## config.mk

```make
export PLATFORM = sky130hd
export DESIGN_NAME = bmp_addr_gen
export DESIGN_NICKNAME = d
export VERILOG_FILES = /design/src/rtl/bmp_addr_pkg.sv /design/src/rtl/bmp_hrep.sv /design/src/rtl/bmp_scale.sv /design/src/rtl/bmp_ptr.sv /design/src/rtl/bmp_addr_gen.sv
export SDC_FILE = /design/constraint.sdc
export NUM_CORES = 1
export LEC_CHECK = 0
export ABC_AREA = 1
export BUFFER_PORTS_ARGS = -buffer_cell sky130_fd_sc_hd__buf_2
export CAP_MARGIN = 20
export CORE_MARGIN = 2
export CORE_UTILIZATION = 54
export DETAILED_ROUTE_END_ITERATION = 12
export PLACE_DENSITY = 0.78
export SETUP_SLACK_MARGIN = 0.05
export SKIP_CTS_REPAIR_TIMING = 1
export SLEW_MARGIN = 0
export SYNTH_ARGS = -nofsm -noshare
export SYNTH_HDL_FRONTEND = slang
export SYNTH_SLANG_ARGS = --single-unit
```

## constraint.sdc

```tcl
create_clock -name clk_i -period 2 [get_ports clk_i]
set_input_delay 0.4 -clock clk_i [delete_from_list [all_inputs] [get_ports clk_i]]
set_output_delay 0.4 -clock clk_i [all_outputs]
set_load 0.005 [all_outputs]
```

## src/rtl/bmp_addr_pkg.sv

```systemverilog
package bmp_addr_pkg;

  localparam int unsigned BIT_W = 3;  // bit index within a byte

  typedef enum logic [1:0] {
    BPP1 = 2'd0,
    BPP2 = 2'd1,
    BPP4 = 2'd2,
    BPP8 = 2'd3
  } depth_e;

  typedef enum logic [1:0] {
    OP_HOLD,
    OP_STEP,
    OP_LINE,
    OP_LOAD
  } ptr_op_e;

endpackage

```

## src/rtl/bmp_hrep.sv

```systemverilog
module bmp_hrep #(
  parameter int unsigned REP_W = 4
) (
  input  logic             clk_i,
  input  logic             rst_ni,
  input  logic             restart_i,
  input  logic             tick_i,
  input  logic [REP_W-1:0] rep_i,
  output logic             step_o
);

  logic [REP_W-1:0] cnt_q;
  logic             wrap;

  assign wrap   = (cnt_q == rep_i);
  assign step_o = tick_i & wrap & ~restart_i;

  always_ff @(posedge clk_i or negedge rst_ni) begin
    if (!rst_ni) begin
      cnt_q <= '0;
    end else if (restart_i) begin
      cnt_q <= '0;
    end else if (tick_i) begin
      cnt_q <= wrap ? '0 : cnt_q + 1'b1;
    end
  end

endmodule

```

## src/rtl/bmp_scale.sv

```systemverilog
module bmp_scale #(
  parameter int unsigned ADDR_W   = 20,
  parameter int unsigned STRIDE_W = 16,
  localparam int unsigned PTR_W   = ADDR_W + bmp_addr_pkg::BIT_W
) (
  input  logic [ADDR_W-1:0]              base_i,
  input  logic [STRIDE_W-1:0]            stride_i,
  input  logic [bmp_addr_pkg::BIT_W-1:0] sub_off_i,
  input  logic                           mode16_i,
  input  bmp_addr_pkg::depth_e           depth_i,
  output logic [PTR_W-1:0]               start_o,
  output logic [PTR_W-1:0]               stride_o,
  output logic [PTR_W-1:0]               step_o
);

  logic [PTR_W-1:0] base_x8, base_x4, strd_x8, strd_x4;

  // byte -> bit scaling; wide mode uses one shift less, output undoes it
  assign base_x8 = {base_i, 3'b000};
  assign base_x4 = {1'b0, base_i, 2'b00};
  assign strd_x8 = PTR_W'({stride_i, 3'b000});
  assign strd_x4 = PTR_W'({stride_i, 2'b00});

  assign start_o  = (mode16_i ? base_x4 : base_x8) + PTR_W'(sub_off_i);
  assign stride_o = mode16_i ? strd_x4 : strd_x8;

  always_comb begin
    unique case (depth_i)
      bmp_addr_pkg::BPP1: step_o = PTR_W'(1);
      bmp_addr_pkg::BPP2: step_o = PTR_W'(2);
      bmp_addr_pkg::BPP4: step_o = PTR_W'(4);
      default:            step_o = PTR_W'(8);
    endcase
  end

endmodule

```

## src/rtl/bmp_ptr.sv

```systemverilog
module bmp_ptr #(
  parameter int unsigned PTR_W = 23
) (
  input  logic                  clk_i,
  input  logic                  rst_ni,
  input  bmp_addr_pkg::ptr_op_e op_i,
  input  logic [PTR_W-1:0]      start_i,
  input  logic [PTR_W-1:0]      stride_i,
  input  logic [PTR_W-1:0]      step_i,
  output logic [PTR_W-1:0]      line_ptr_o,
  output logic [PTR_W-1:0]      cur_ptr_o
);

  logic [PTR_W-1:0] line_q, cur_q, line_nxt;

  assign line_nxt = line_q + stride_i;

  always_ff @(posedge clk_i or negedge rst_ni) begin
    if (!rst_ni) begin
      line_q <= '0;
      cur_q  <= '0;
    end else begin
      unique case (op_i)
        bmp_addr_pkg::OP_LOAD: begin
          line_q <= start_i;
          cur_q  <= start_i;
        end
        bmp_addr_pkg::OP_LINE: begin
          line_q <= line_nxt;
          cur_q  <= line_nxt;
        end
        bmp_addr_pkg::OP_STEP: cur_q <= cur_q + step_i;
        default: ;
      endcase
    end
  end

  assign line_ptr_o = line_q;
  assign cur_ptr_o  = cur_q;

endmodule

```

## src/rtl/bmp_addr_gen.sv

```systemverilog
module bmp_addr_gen #(
  parameter int unsigned ADDR_W   = 20,
  parameter int unsigned STRIDE_W = 16,
  parameter int unsigned REP_W    = 4,
  localparam int unsigned BIT_W   = bmp_addr_pkg::BIT_W,
  localparam int unsigned PTR_W   = ADDR_W + BIT_W
) (
  input  logic                clk_i,
  input  logic                rst_ni,
  input  logic                first_line_i,
  input  logic                line_adv_i,
  input  logic                pix_en_i,
  input  logic                win_active_i,
  input  logic [ADDR_W-1:0]   base_i,
  input  logic [STRIDE_W-1:0] stride_i,
  input  logic [BIT_W-1:0]    sub_off_i,
  input  logic [1:0]          depth_i,
  input  logic                mode16_i,
  input  logic [REP_W-1:0]    rep_i,
  output logic [ADDR_W-1:0]   byte_addr_o,
  output logic [BIT_W-1:0]    bit_idx_o
);

  import bmp_addr_pkg::*;

  logic             restart, pix_tick, pix_step;
  logic [PTR_W-1:0] start_bits, stride_bits, step_bits;
  logic [PTR_W-1:0] line_ptr, cur_ptr;
  logic [ADDR_W-1:0] byte_part;
  ptr_op_e          op;

  assign restart  = first_line_i | line_adv_i;
  assign pix_tick = win_active_i & pix_en_i;

  bmp_hrep #(.REP_W(REP_W)) i_hrep (
    .clk_i    (clk_i),
    .rst_ni   (rst_ni),
    .restart_i(restart),
    .tick_i   (pix_tick),
    .rep_i    (rep_i),
    .step_o   (pix_step)
  );

  bmp_scale #(.ADDR_W(ADDR_W), .STRIDE_W(STRIDE_W)) i_scale (
    .base_i   (base_i),
    .stride_i (stride_i),
    .sub_off_i(sub_off_i),
    .mode16_i (mode16_i),
    .depth_i  (depth_e'(depth_i)),
    .start_o  (start_bits),
    .stride_o (stride_bits),
    .step_o   (step_bits)
  );

  always_comb begin
    if (first_line_i)    op = OP_LOAD;
    else if (line_adv_i) op = OP_LINE;
    else if (pix_step)   op = OP_STEP;
    else                 op = OP_HOLD;
  end

  bmp_ptr #(.PTR_W(PTR_W)) i_ptr (
    .clk_i     (clk_i),
    .rst_ni    (rst_ni),
    .op_i      (op),
    .start_i   (start_bits),
    .stride_i  (stride_bits),
    .step_i    (step_bits),
    .line_ptr_o(line_ptr),
    .cur_ptr_o (cur_ptr)
  );

  assign byte_part   = cur_ptr[PTR_W-1:BIT_W];
  assign bit_idx_o   = cur_ptr[BIT_W-1:0];
  assign byte_addr_o = mode16_i ? {byte_part[ADDR_W-2:0], 1'b0} : byte_part;

endmodule

```

==> results of run 1 <==
cell type report:
cell class | count | area (µm²) | share of cell area
clock inverters | 2 | 38.8 | 0.00489
clock buffers | 6 | 82.6 | 0.0104
inverters | 126 | 488 | 0.0615
well taps | 140 | 175 | 0.0221
multi-input cells | 836 | 4590 | 0.578
repair buffers | 185 | 1310 | 0.166
flip-flops and latches | 50 | 1250 | 0.158
per-layer routing:
metal  vias to the layer above  part of all wire
met5                         -                 0
met4                         0             0.031
met3                        52             0.076
met2                       346              0.46
met1                      3336              0.44
li1                       3635                 -
cells by family after synthesis:
family,after synthesis,synth area share
buf+inv,155,0.110
compound gates,122,0.111
flops,50,0.212
simple gates,674,0.487
xor+xnor,14,0.0220
fa+ha+maj,26,0.0576
synth_stat cells:
| master | n |
|---|---|
| sky130_fd_sc_hd__nand2_1 | 417 |
| sky130_fd_sc_hd__inv_1 | 116 |
| sky130_fd_sc_hd__nand3_1 | 94 |
| sky130_fd_sc_hd__nor2_1 | 94 |
| sky130_fd_sc_hd__o21ai_0 | 54 |
| sky130_fd_sc_hd__dfrtp_1 | 50 |
| sky130_fd_sc_hd__a21oi_1 | 34 |
| sky130_fd_sc_hd__ha_1 | 24 |
| sky130_fd_sc_hd__o21ai_1 | 16 |
| sky130_fd_sc_hd__nand2_2 | 15 |
| sky130_fd_sc_hd__nand4_1 | 14 |
| sky130_fd_sc_hd__nor3_1 | 12 |
| sky130_fd_sc_hd__clkbuf_1 | 10 |
| sky130_fd_sc_hd__nand3b_1 | 10 |
| sky130_fd_sc_hd__buf_2 | 9 |
| sky130_fd_sc_hd__inv_2 | 9 |
| sky130_fd_sc_hd__xor2_1 | 7 |
| sky130_fd_sc_hd__xnor2_1 | 6 |
| sky130_fd_sc_hd__a31oi_1 | 5 |
| sky130_fd_sc_hd__nor2_4 | 5 |
| sky130_fd_sc_hd__o211ai_1 | 5 |
| sky130_fd_sc_hd__buf_4 | 4 |
| sky130_fd_sc_hd__buf_6 | 4 |
| sky130_fd_sc_hd__nand2_4 | 4 |
| sky130_fd_sc_hd__nor2_2 | 4 |
| sky130_fd_sc_hd__a21oi_2 | 2 |
| sky130_fd_sc_hd__a22oi_1 | 2 |
| sky130_fd_sc_hd__fa_1 | 2 |
| sky130_fd_sc_hd__or2_2 | 2 |
| sky130_fd_sc_hd__a221o_1 | 1 |
| sky130_fd_sc_hd__a22o_1 | 1 |
| sky130_fd_sc_hd__a32o_1 | 1 |
| sky130_fd_sc_hd__buf_1 | 1 |
| sky130_fd_sc_hd__buf_8 | 1 |
| sky130_fd_sc_hd__clkinv_1 | 1 |
| sky130_fd_sc_hd__nand3_4 | 1 |
| sky130_fd_sc_hd__nor3_2 | 1 |
| sky130_fd_sc_hd__o22ai_1 | 1 |
| sky130_fd_sc_hd__or2_1 | 1 |
| sky130_fd_sc_hd__xor2_2 | 1 |
registers in the layout, summed over array words and instances, names as in the netlist:
register          count
i_ptr.line_ptr_o     23
i_hrep.cnt_q          4
i_ptr.cur_ptr_o      23
power by group:
group,leakage [nW],internal (mW),switching [mW]
clock,0.0618,0.413,0.401
combinational,3.50,1.10,1.49
sequential,0.609,1.16,0.192
worst min-delay path by stage:
stage	endpoint	slack, ns	depth (start not counted)
after floorplan	i_hrep.cnt_q[0]	0.10	0
after global placement	i_ptr.line_ptr_o[4]	0.41	2
after detailed placement	i_ptr.line_ptr_o[2]	0.41	2
after CTS	i_ptr.line_ptr_o[2]	0.06	2
after global routing	i_ptr.line_ptr_o[5]	0.07	2
final	i_ptr.line_ptr_o[5]	0.04	2
==> reports/results.txt, run 1 <==
number of I/O port buffers: 74
layout cells sized above 1: 0.281
Area growth, synth to finish: 34.4%
Power, Total: 4.76 mW
worst slack at placement: -0.473 ns
placed wire-length estimate after detailed placement: 15500 µm
setup-violating endpoint count in the final report: 2
Unique masters post-synth: 40
violated checks: negative setup slack
routed vias/inst: 5.48
DRC errors left: 0
post-layout minimum cycle time: 2.03 ns
most common cell after layout, fill and taps aside: sky130_fd_sc_hd__nand2_1
final instance area: 7940 µm²
placed cell count: 1328
top cells by area, synth: sky130_fd_sc_hd__nand2_1 27%, sky130_fd_sc_hd__dfrtp_1 21%, sky130_fd_sc_hd__nand3_1 8.0%
final-report hold violation count: 0
GP Congestion: 0.987
Worst Setup End Kind: register
number of cell instances on the worst register-to-register path: 14
number of H-tree levels: 2
drt total wl: 20500 µm
Post-Place Cell Area: 7240 µm²
leakage component of the power: 4.17 nW
longest individual stage delay on the worst path: 0.40 ns
synthesized area per cell: 5.67 µm²
unrepaired setup endpoints after global routing: yes
Die Area: 11800 µm²
mean routed wirelength per cell: 15.3 µm
worst-case headroom to the max-slew limit: 0.703
endpoint of the lowest-slack register-to-register path: i_ptr.cur_ptr_o[10]
min setup slack post-route: -0.0265 ns
core area: 10700 µm²
cell taking the most area after synthesis: sky130_fd_sc_hd__nand2_1
slowest cell on the critical path: sky130_fd_sc_hd__fa_2
run status: complete, but fails checks
# clock sinks: 50
DR iter-0 viols: 656
die outline height: 109 µm
met1 usage: 0.463
number of primary I/O pins: 75
required time of the critical path: 2.22 ns
clock latency reported for the late side of the worst-skew pair: 0.33 ns
Rows: 38
clock tree buffer depth: 2
Post-Route Utilization: 0.738
highest achievable clock rate: 493 MHz
Critical Path Sink: i_ptr.cur_ptr_o[10]
top library cells by usage in the layout, fill and taps aside: 393 x sky130_fd_sc_hd__nand2_1, 110 x sky130_fd_sc_hd__inv_1, 102 x sky130_fd_sc_hd__buf_4, 81 x sky130_fd_sc_hd__nor2_1, 75 x sky130_fd_sc_hd__nand3_1
pin slew with the least headroom to its limit: 0.440 ns
number of antenna violations at the first check in global routing: 0
stages on the worst setup path: 17
sequential element share of the synthesized area: 0.212
Setup crit start: mode16_i
CTS tree: built
sum of negative setup slack: -0.0296 ns
number of CTS-inserted buffers: 5
WS Path Type: input port to register
number of global-route vias before repair: 6453
GRT Total Usage: 0.335
startpoint of the worst-slack reg-to-reg timing path: i_ptr.line_ptr_o[2]
number of synthesized register bits: 50
critical path startpoint category: input port
global-route layer with the greatest usage: met2
post-synthesis cell area: 5910 µm²
Crit path max-delay family: adder cells
Root Driver: sky130_fd_sc_hd__clkbuf_8
fin nets: 1282
# Max-Cap Violations: 0
First-pass DRT Iterations: 5
GRT overflow: 0
Hold Path Class: input port to asynchronous set/reset pin
share of the synthesized area in the top cell type: 0.265
routed via count: 7369
max-slew violation total from the final report: 0
Worst Path Buf+Inv: 5
global routing usage on met3: 0.0392
count of yosys warnings during synthesis: 0
antenna viol nets, final: 0
ratio of final minimum period to clock period: 1.01
Die X-Extent: 109 µm
number of antenna cells inserted: 0
Clock Pin Slew Worst Setup and Hold Paths: 0.11 ns
net count after synthesis: 1119
final hold slack: 0.0390 ns
highest ir drop seen on vdd: 384 µV
WP data arrival: 2.25 ns
power per unit of standard cell area: 600 nW/µm²
first-pass GRT wire length: 31000 µm
register-to-register setup slack: -0.03 ns
maximum number of pins on one net before global-route repair: 59
series of cell instances along the critical path: buf_6 -> nand2_1 -> inv_1 -> ha_2 -> inv_2 -> fa_2 -> inv_4 -> nand3_4 -> nand3_4 -> nand2_2 -> nand3_4 -> a21oi_1 -> o21ai_0 -> buf_4 -> nand3_1 -> nand2_1 -> o21ai_1
cell seen most often among critical-path stages: sky130_fd_sc_hd__nand3_4
fill cell count: 926
number of instances in the synthesized netlist: 1041
number of cells in the finished layout apart from fillers: 1345
Fin Clk Skew: 0.0135 ns
GR Layer Usage met2: 0.546
initial core utilization: 0.550
crit path max fanout: 7
Note: power is estimated with default switching activity, not from simulation.
==> run 2, diff against run 1 <==
Settings changed: CORE_UTILIZATION 54 to 50, PLACE_DENSITY 0.78 to 0.73.
==> reports/results.txt, run 2 (synthesis results as in run 1) <==
run status: complete, but fails checks
violated checks: negative setup slack
Die Area: 12700 µm²
Post-Route Utilization: 0.728
met1 usage: 0.430
leakage component of the power: 4.35 nW
ratio of final minimum period to clock period: 1.02
Power, Total: 5.27 mW
series of cell instances along the critical path: buf_12 -> clkbuf_16 -> o21ai_4 -> ha_4 -> nand2_1 -> nand2_2 -> a21oi_2 -> buf_4 -> nand2_1 -> nand2_2 -> nand4_1 -> nand3_2 -> nand3_1 -> nand2_1 -> nand2_1
Root Driver: sky130_fd_sc_hd__clkbuf_16
fin nets: 1298
Die X-Extent: 113 µm
Rows: 39
min setup slack post-route: -0.0455 ns
power per unit of standard cell area: 632 nW/µm²
CTS tree: built
cell seen most often among critical-path stages: sky130_fd_sc_hd__nand2_1
Area growth, synth to finish: 41.3%
crit path max fanout: 8
WP data arrival: 2.25 ns
global routing usage on met3: 0.0265
First-pass DRT Iterations: 8
GRT overflow: 0
clock tree buffer depth: 2
Worst Setup End Kind: register
worst slack at placement: -0.442 ns
maximum number of pins on one net before global-route repair: 51
clock latency reported for the late side of the worst-skew pair: 0.30 ns
drt total wl: 21500 µm
fill cell count: 963
unrepaired setup endpoints after global routing: yes
GR Layer Usage met2: 0.508
critical path startpoint category: input port
Fin Clk Skew: 0.00883 ns
max-slew violation total from the final report: 0
core area: 11500 µm²
final-report hold violation count: 0
sum of negative setup slack: -0.0455 ns
# Max-Cap Violations: 0
post-layout minimum cycle time: 2.05 ns
placed wire-length estimate after detailed placement: 16000 µm
first-pass GRT wire length: 31900 µm
top library cells by usage in the layout, fill and taps aside: 365 x sky130_fd_sc_hd__nand2_1, 114 x sky130_fd_sc_hd__buf_4, 107 x sky130_fd_sc_hd__inv_1, 77 x sky130_fd_sc_hd__nor2_1, 73 x sky130_fd_sc_hd__buf_2
worst-case headroom to the max-slew limit: 0.510
routed vias/inst: 5.45
number of H-tree levels: 2
die outline height: 113 µm
number of antenna cells inserted: 0
final instance area: 8340 µm²
number of antenna violations at the first check in global routing: 0
longest individual stage delay on the worst path: 0.25 ns
number of CTS-inserted buffers: 5
antenna viol nets, final: 0
# clock sinks: 50
highest achievable clock rate: 489 MHz
final hold slack: 0.210 ns
number of cells in the finished layout apart from fillers: 1364
global-route layer with the greatest usage: met2
placed cell count: 1340
initial core utilization: 0.515
GP Congestion: 0.969
Hold Path Class: input port to asynchronous set/reset pin
mean routed wirelength per cell: 15.8 µm
routed via count: 7440
number of I/O port buffers: 74
DRC errors left: 0
WS Path Type: input port to register
number of primary I/O pins: 75
GRT Total Usage: 0.312
setup-violating endpoint count in the final report: 1
pin slew with the least headroom to its limit: 0.735 ns
most common cell after layout, fill and taps aside: sky130_fd_sc_hd__nand2_1
number of global-route vias before repair: 6585
slowest cell on the critical path: sky130_fd_sc_hd__ha_4
DR iter-0 viols: 659
highest ir drop seen on vdd: 561 µV
required time of the critical path: 2.20 ns
Post-Place Cell Area: 7280 µm²
Clock Pin Slew Worst Setup and Hold Paths: 0.07 ns
layout cells sized above 1: 0.329
## run 2: cell count changes in the layout (fill, tap and decap cells not counted), sizes merged
| cell | previous run | this run |
|---|---|---|
| buf | 183 | 200 |
| clkbuf | 8 | 7 |
## run 2: area by class of cell
cell class | instances | area (µm²) | area share
clock buffers | 6 | 139 | 0.0166
clock inverters | 2 | 38.8 | 0.00465
inverters | 126 | 483 | 0.0579
multi-input cells | 836 | 4830 | 0.579
flip-flops and latches | 50 | 1250 | 0.150
well taps | 143 | 179 | 0.0214
repair buffers | 201 | 1420 | 0.170
## run 2: power by group
part | internal, mW | leakage [nW] | switching [mW]
logic | 1.23 | 3.66 | 1.64
clock network | 0.630 | 0.0875 | 0.413
registers | 1.16 | 0.609 | 0.196
total | 3.02 | 4.35 | 2.25
## run 2: metal layers
layer  vias to the layer above  part of all wire  wire length (µm)
li1                       3673                 -                 -
met5                         -                 0                 0
met4                         0             0.039               843
met3                        62             0.076              1630
met2                       362              0.47             10100
met1                      3343              0.41              8870
## run 2: worst max-delay path: cells and delay by family
family	cells	cell delay, ns
simple gates	9	0.73
buf+inv	3	0.47
fa+ha+maj	1	0.25
compound gates	2	0.38
## run 2: path summary, 6_finish.rpt
kind,from,endpoint,slack (ns),cells after the start
min in group clk_i,sub_off_i[0],i_ptr.line_ptr_o[0],0.32,3
worst max-delay path,mode16_i,i_ptr.cur_ptr_o[21],-0.05,15
worst max register to register,i_ptr.line_ptr_o[2],i_ptr.cur_ptr_o[8],0.01,10
worst min-delay path,rst_ni,i_ptr.line_ptr_o[2],0.21,2
worst min register to register,i_ptr.line_ptr_o[0],i_ptr.line_ptr_o[0],0.49,2
max in group asynchronous,rst_ni,i_ptr.cur_ptr_o[9],1.28,2
==> run 3, diff against run 2 <==
Settings changed: BUFFER_PORTS_ARGS -buffer_cell sky130_fd_sc_hd__buf_2 to unset, DONT_BUFFER_PORTS set to 1, PLACE_DENSITY 0.73 to 0.68.
==> reports/results.txt, run 3 (synthesis results as in run 1) <==
run status: complete, but fails checks
violated checks: negative setup slack
final instance area: 7490 µm²
number of I/O port buffers: 0
Root Driver: sky130_fd_sc_hd__clkbuf_16
number of CTS-inserted buffers: 5
Die X-Extent: 113 µm
die outline height: 113 µm
most common cell after layout, fill and taps aside: sky130_fd_sc_hd__nand2_1
First-pass DRT Iterations: 5
Crit path max-delay family: adder cells
startpoint of the worst-slack reg-to-reg timing path: i_ptr.line_ptr_o[2]
stages on the worst setup path: 14
series of cell instances along the critical path: ha_4 -> inv_2 -> fa_2 -> inv_2 -> nand3_2 -> nand3_4 -> nand2_4 -> nand3_4 -> a21oi_2 -> o21ai_1 -> buf_4 -> nand3_2 -> nand2_1 -> o21ai_1
DR iter-0 viols: 596
number of antenna cells inserted: 0
initial core utilization: 0.515
WS Path Type: register to register
number of primary I/O pins: 75
# Max-Cap Violations: 0
Hold Path Class: input port to register
critical path startpoint category: register
top library cells by usage in the layout, fill and taps aside: 398 x sky130_fd_sc_hd__nand2_1, 112 x sky130_fd_sc_hd__inv_1, 101 x sky130_fd_sc_hd__buf_4, 83 x sky130_fd_sc_hd__nor2_1, 77 x sky130_fd_sc_hd__nand3_1
DR WL met2: 8980 µm
slowest cell on the critical path: sky130_fd_sc_hd__dfrtp_1
number of cell instances on the worst register-to-register path: 14
GRT overflow: 0
endpoint of the lowest-slack register-to-register path: i_ptr.cur_ptr_o[10]
clock latency reported for the late side of the worst-skew pair: 0.30 ns
highest routed layer: met4
routed vias/inst: 5.36
Setup crit start: i_ptr.line_ptr_o[2]
ratio of final minimum period to clock period: 1.01
clock tree buffer depth: 2
highest ir drop seen on vdd: 469 µV
placed cell count: 1257
GRT Total Usage: 0.301
core area: 11500 µm²
final hold slack: 0.212 ns
drt total wl: 19400 µm
FF/Latch Area: 1250 µm²
highest achievable clock rate: 497 MHz
Die Area: 12700 µm²
leakage component of the power: 3.84 nW
register-to-register setup slack: -0.01 ns
placed wire-length estimate after detailed placement: 15300 µm
fin nets: 1206
Critical Path Sink: i_ptr.cur_ptr_o[10]
# clock sinks: 50
routed via count: 6818
setup-violating endpoint count in the final report: 1
power per unit of standard cell area: 631 nW/µm²
min setup slack post-route: -0.0116 ns
crit path max fanout: 4
number of H-tree levels: 2
antenna viol nets, final: 0
DRC errors left: 0
required time of the critical path: 2.19 ns
Rows: 39
longest individual stage delay on the worst path: 0.39 ns
number of cells in the finished layout apart from fillers: 1271
number of antenna violations at the first check in global routing: 0
final-report hold violation count: 0
routed length on met1: 8680 µm
WP data arrival: 2.20 ns
Area growth, synth to finish: 26.8%
mean routed wirelength per cell: 15.2 µm
max-slew violation total from the final report: 0
layout cells sized above 1: 0.223
first-pass GRT wire length: 30700 µm
Fin Clk Skew: 0.00808 ns
Detail Route met3 WL: 1120 µm
Post-Place Cell Area: 6850 µm²
CTS tree: built
post-layout minimum cycle time: 2.01 ns
fill cell count: 1085
unrepaired setup endpoints after global routing: yes
Worst Path Buf+Inv: 3
Clock Pin Slew Worst Setup and Hold Paths: 0.07 ns
GP Congestion: 1.03
Hold Path Stages: 1
number of global-route vias before repair: 6224
footprint of the multi-input gates: 4540 µm²
worst-case headroom to the max-slew limit: 0.695
Worst Setup End Kind: register
maximum number of pins on one net before global-route repair: 93
pin slew with the least headroom to its limit: 0.455 ns
## run 3: cell count changes in the layout (fill, tap and decap cells not counted), sizes merged
cell	previous run	this run
buf	200	108
dlygate4sd3	0	1
inv	126	125
clkbuf	7	5
clkinv	1	2
## run 3: report_power, final
group	internal (mW)	switching [mW]	total, mW	leakage [nW]
clock	0.587	0.405	0.992	0.0799
combinational	1.02	1.34	2.37	3.15
sequential	1.16	0.199	1.36	0.606
## run 3: worst min-delay path by stage
stage | startpoint | endpoint | slack (ns)
after floorplan | rst_ni | i_hrep.cnt_q[0] | 0.10
after global placement | rst_ni | i_ptr.line_ptr_o[2] | 0.11
after detailed placement | rst_ni | i_ptr.line_ptr_o[2] | 0.11
after CTS | rst_ni | i_ptr.line_ptr_o[2] | -0.21
after global routing | first_line_i | i_ptr.line_ptr_o[1] | 0.23
final | first_line_i | i_ptr.line_ptr_o[1] | 0.21
## run 3: per-stage QoR
stage	power, mW	TNS, ns	utilization	worst slack [ns]
2_1_floorplan	2.66	-10.52	-	-0.413
3_5_place_dp	3.38	-4.42	0.597	-0.221
4_1_cts	4.38	-0.177	0.611	-0.0693
3_3_place_gp	3.35	-3.44	0.597	-0.203
5_1_grt	5.05	-0.355	0.653	-0.0963
6_report	4.72	-0.0116	0.653	-0.0116
## run 3: layout make-up
class                           instances  share of cell area
Clock inverter                          2             0.00518
Multi-Input combinational cell        836               0.607
Inverter                              126              0.0635
Tap cell                              143              0.0239
Sequential cell                        50               0.168
Clock buffer                            5              0.0167
Timing Repair Buffer                  109               0.116
## run 3: per-layer routing
layer / global-route usage / vias to the layer above
met5: 0 / -
met4: 0.0984 / 0
met3: 0.0427 / 36
met2: 0.490 / 223
met1: 0.411 / 3073
li1: - / 3486
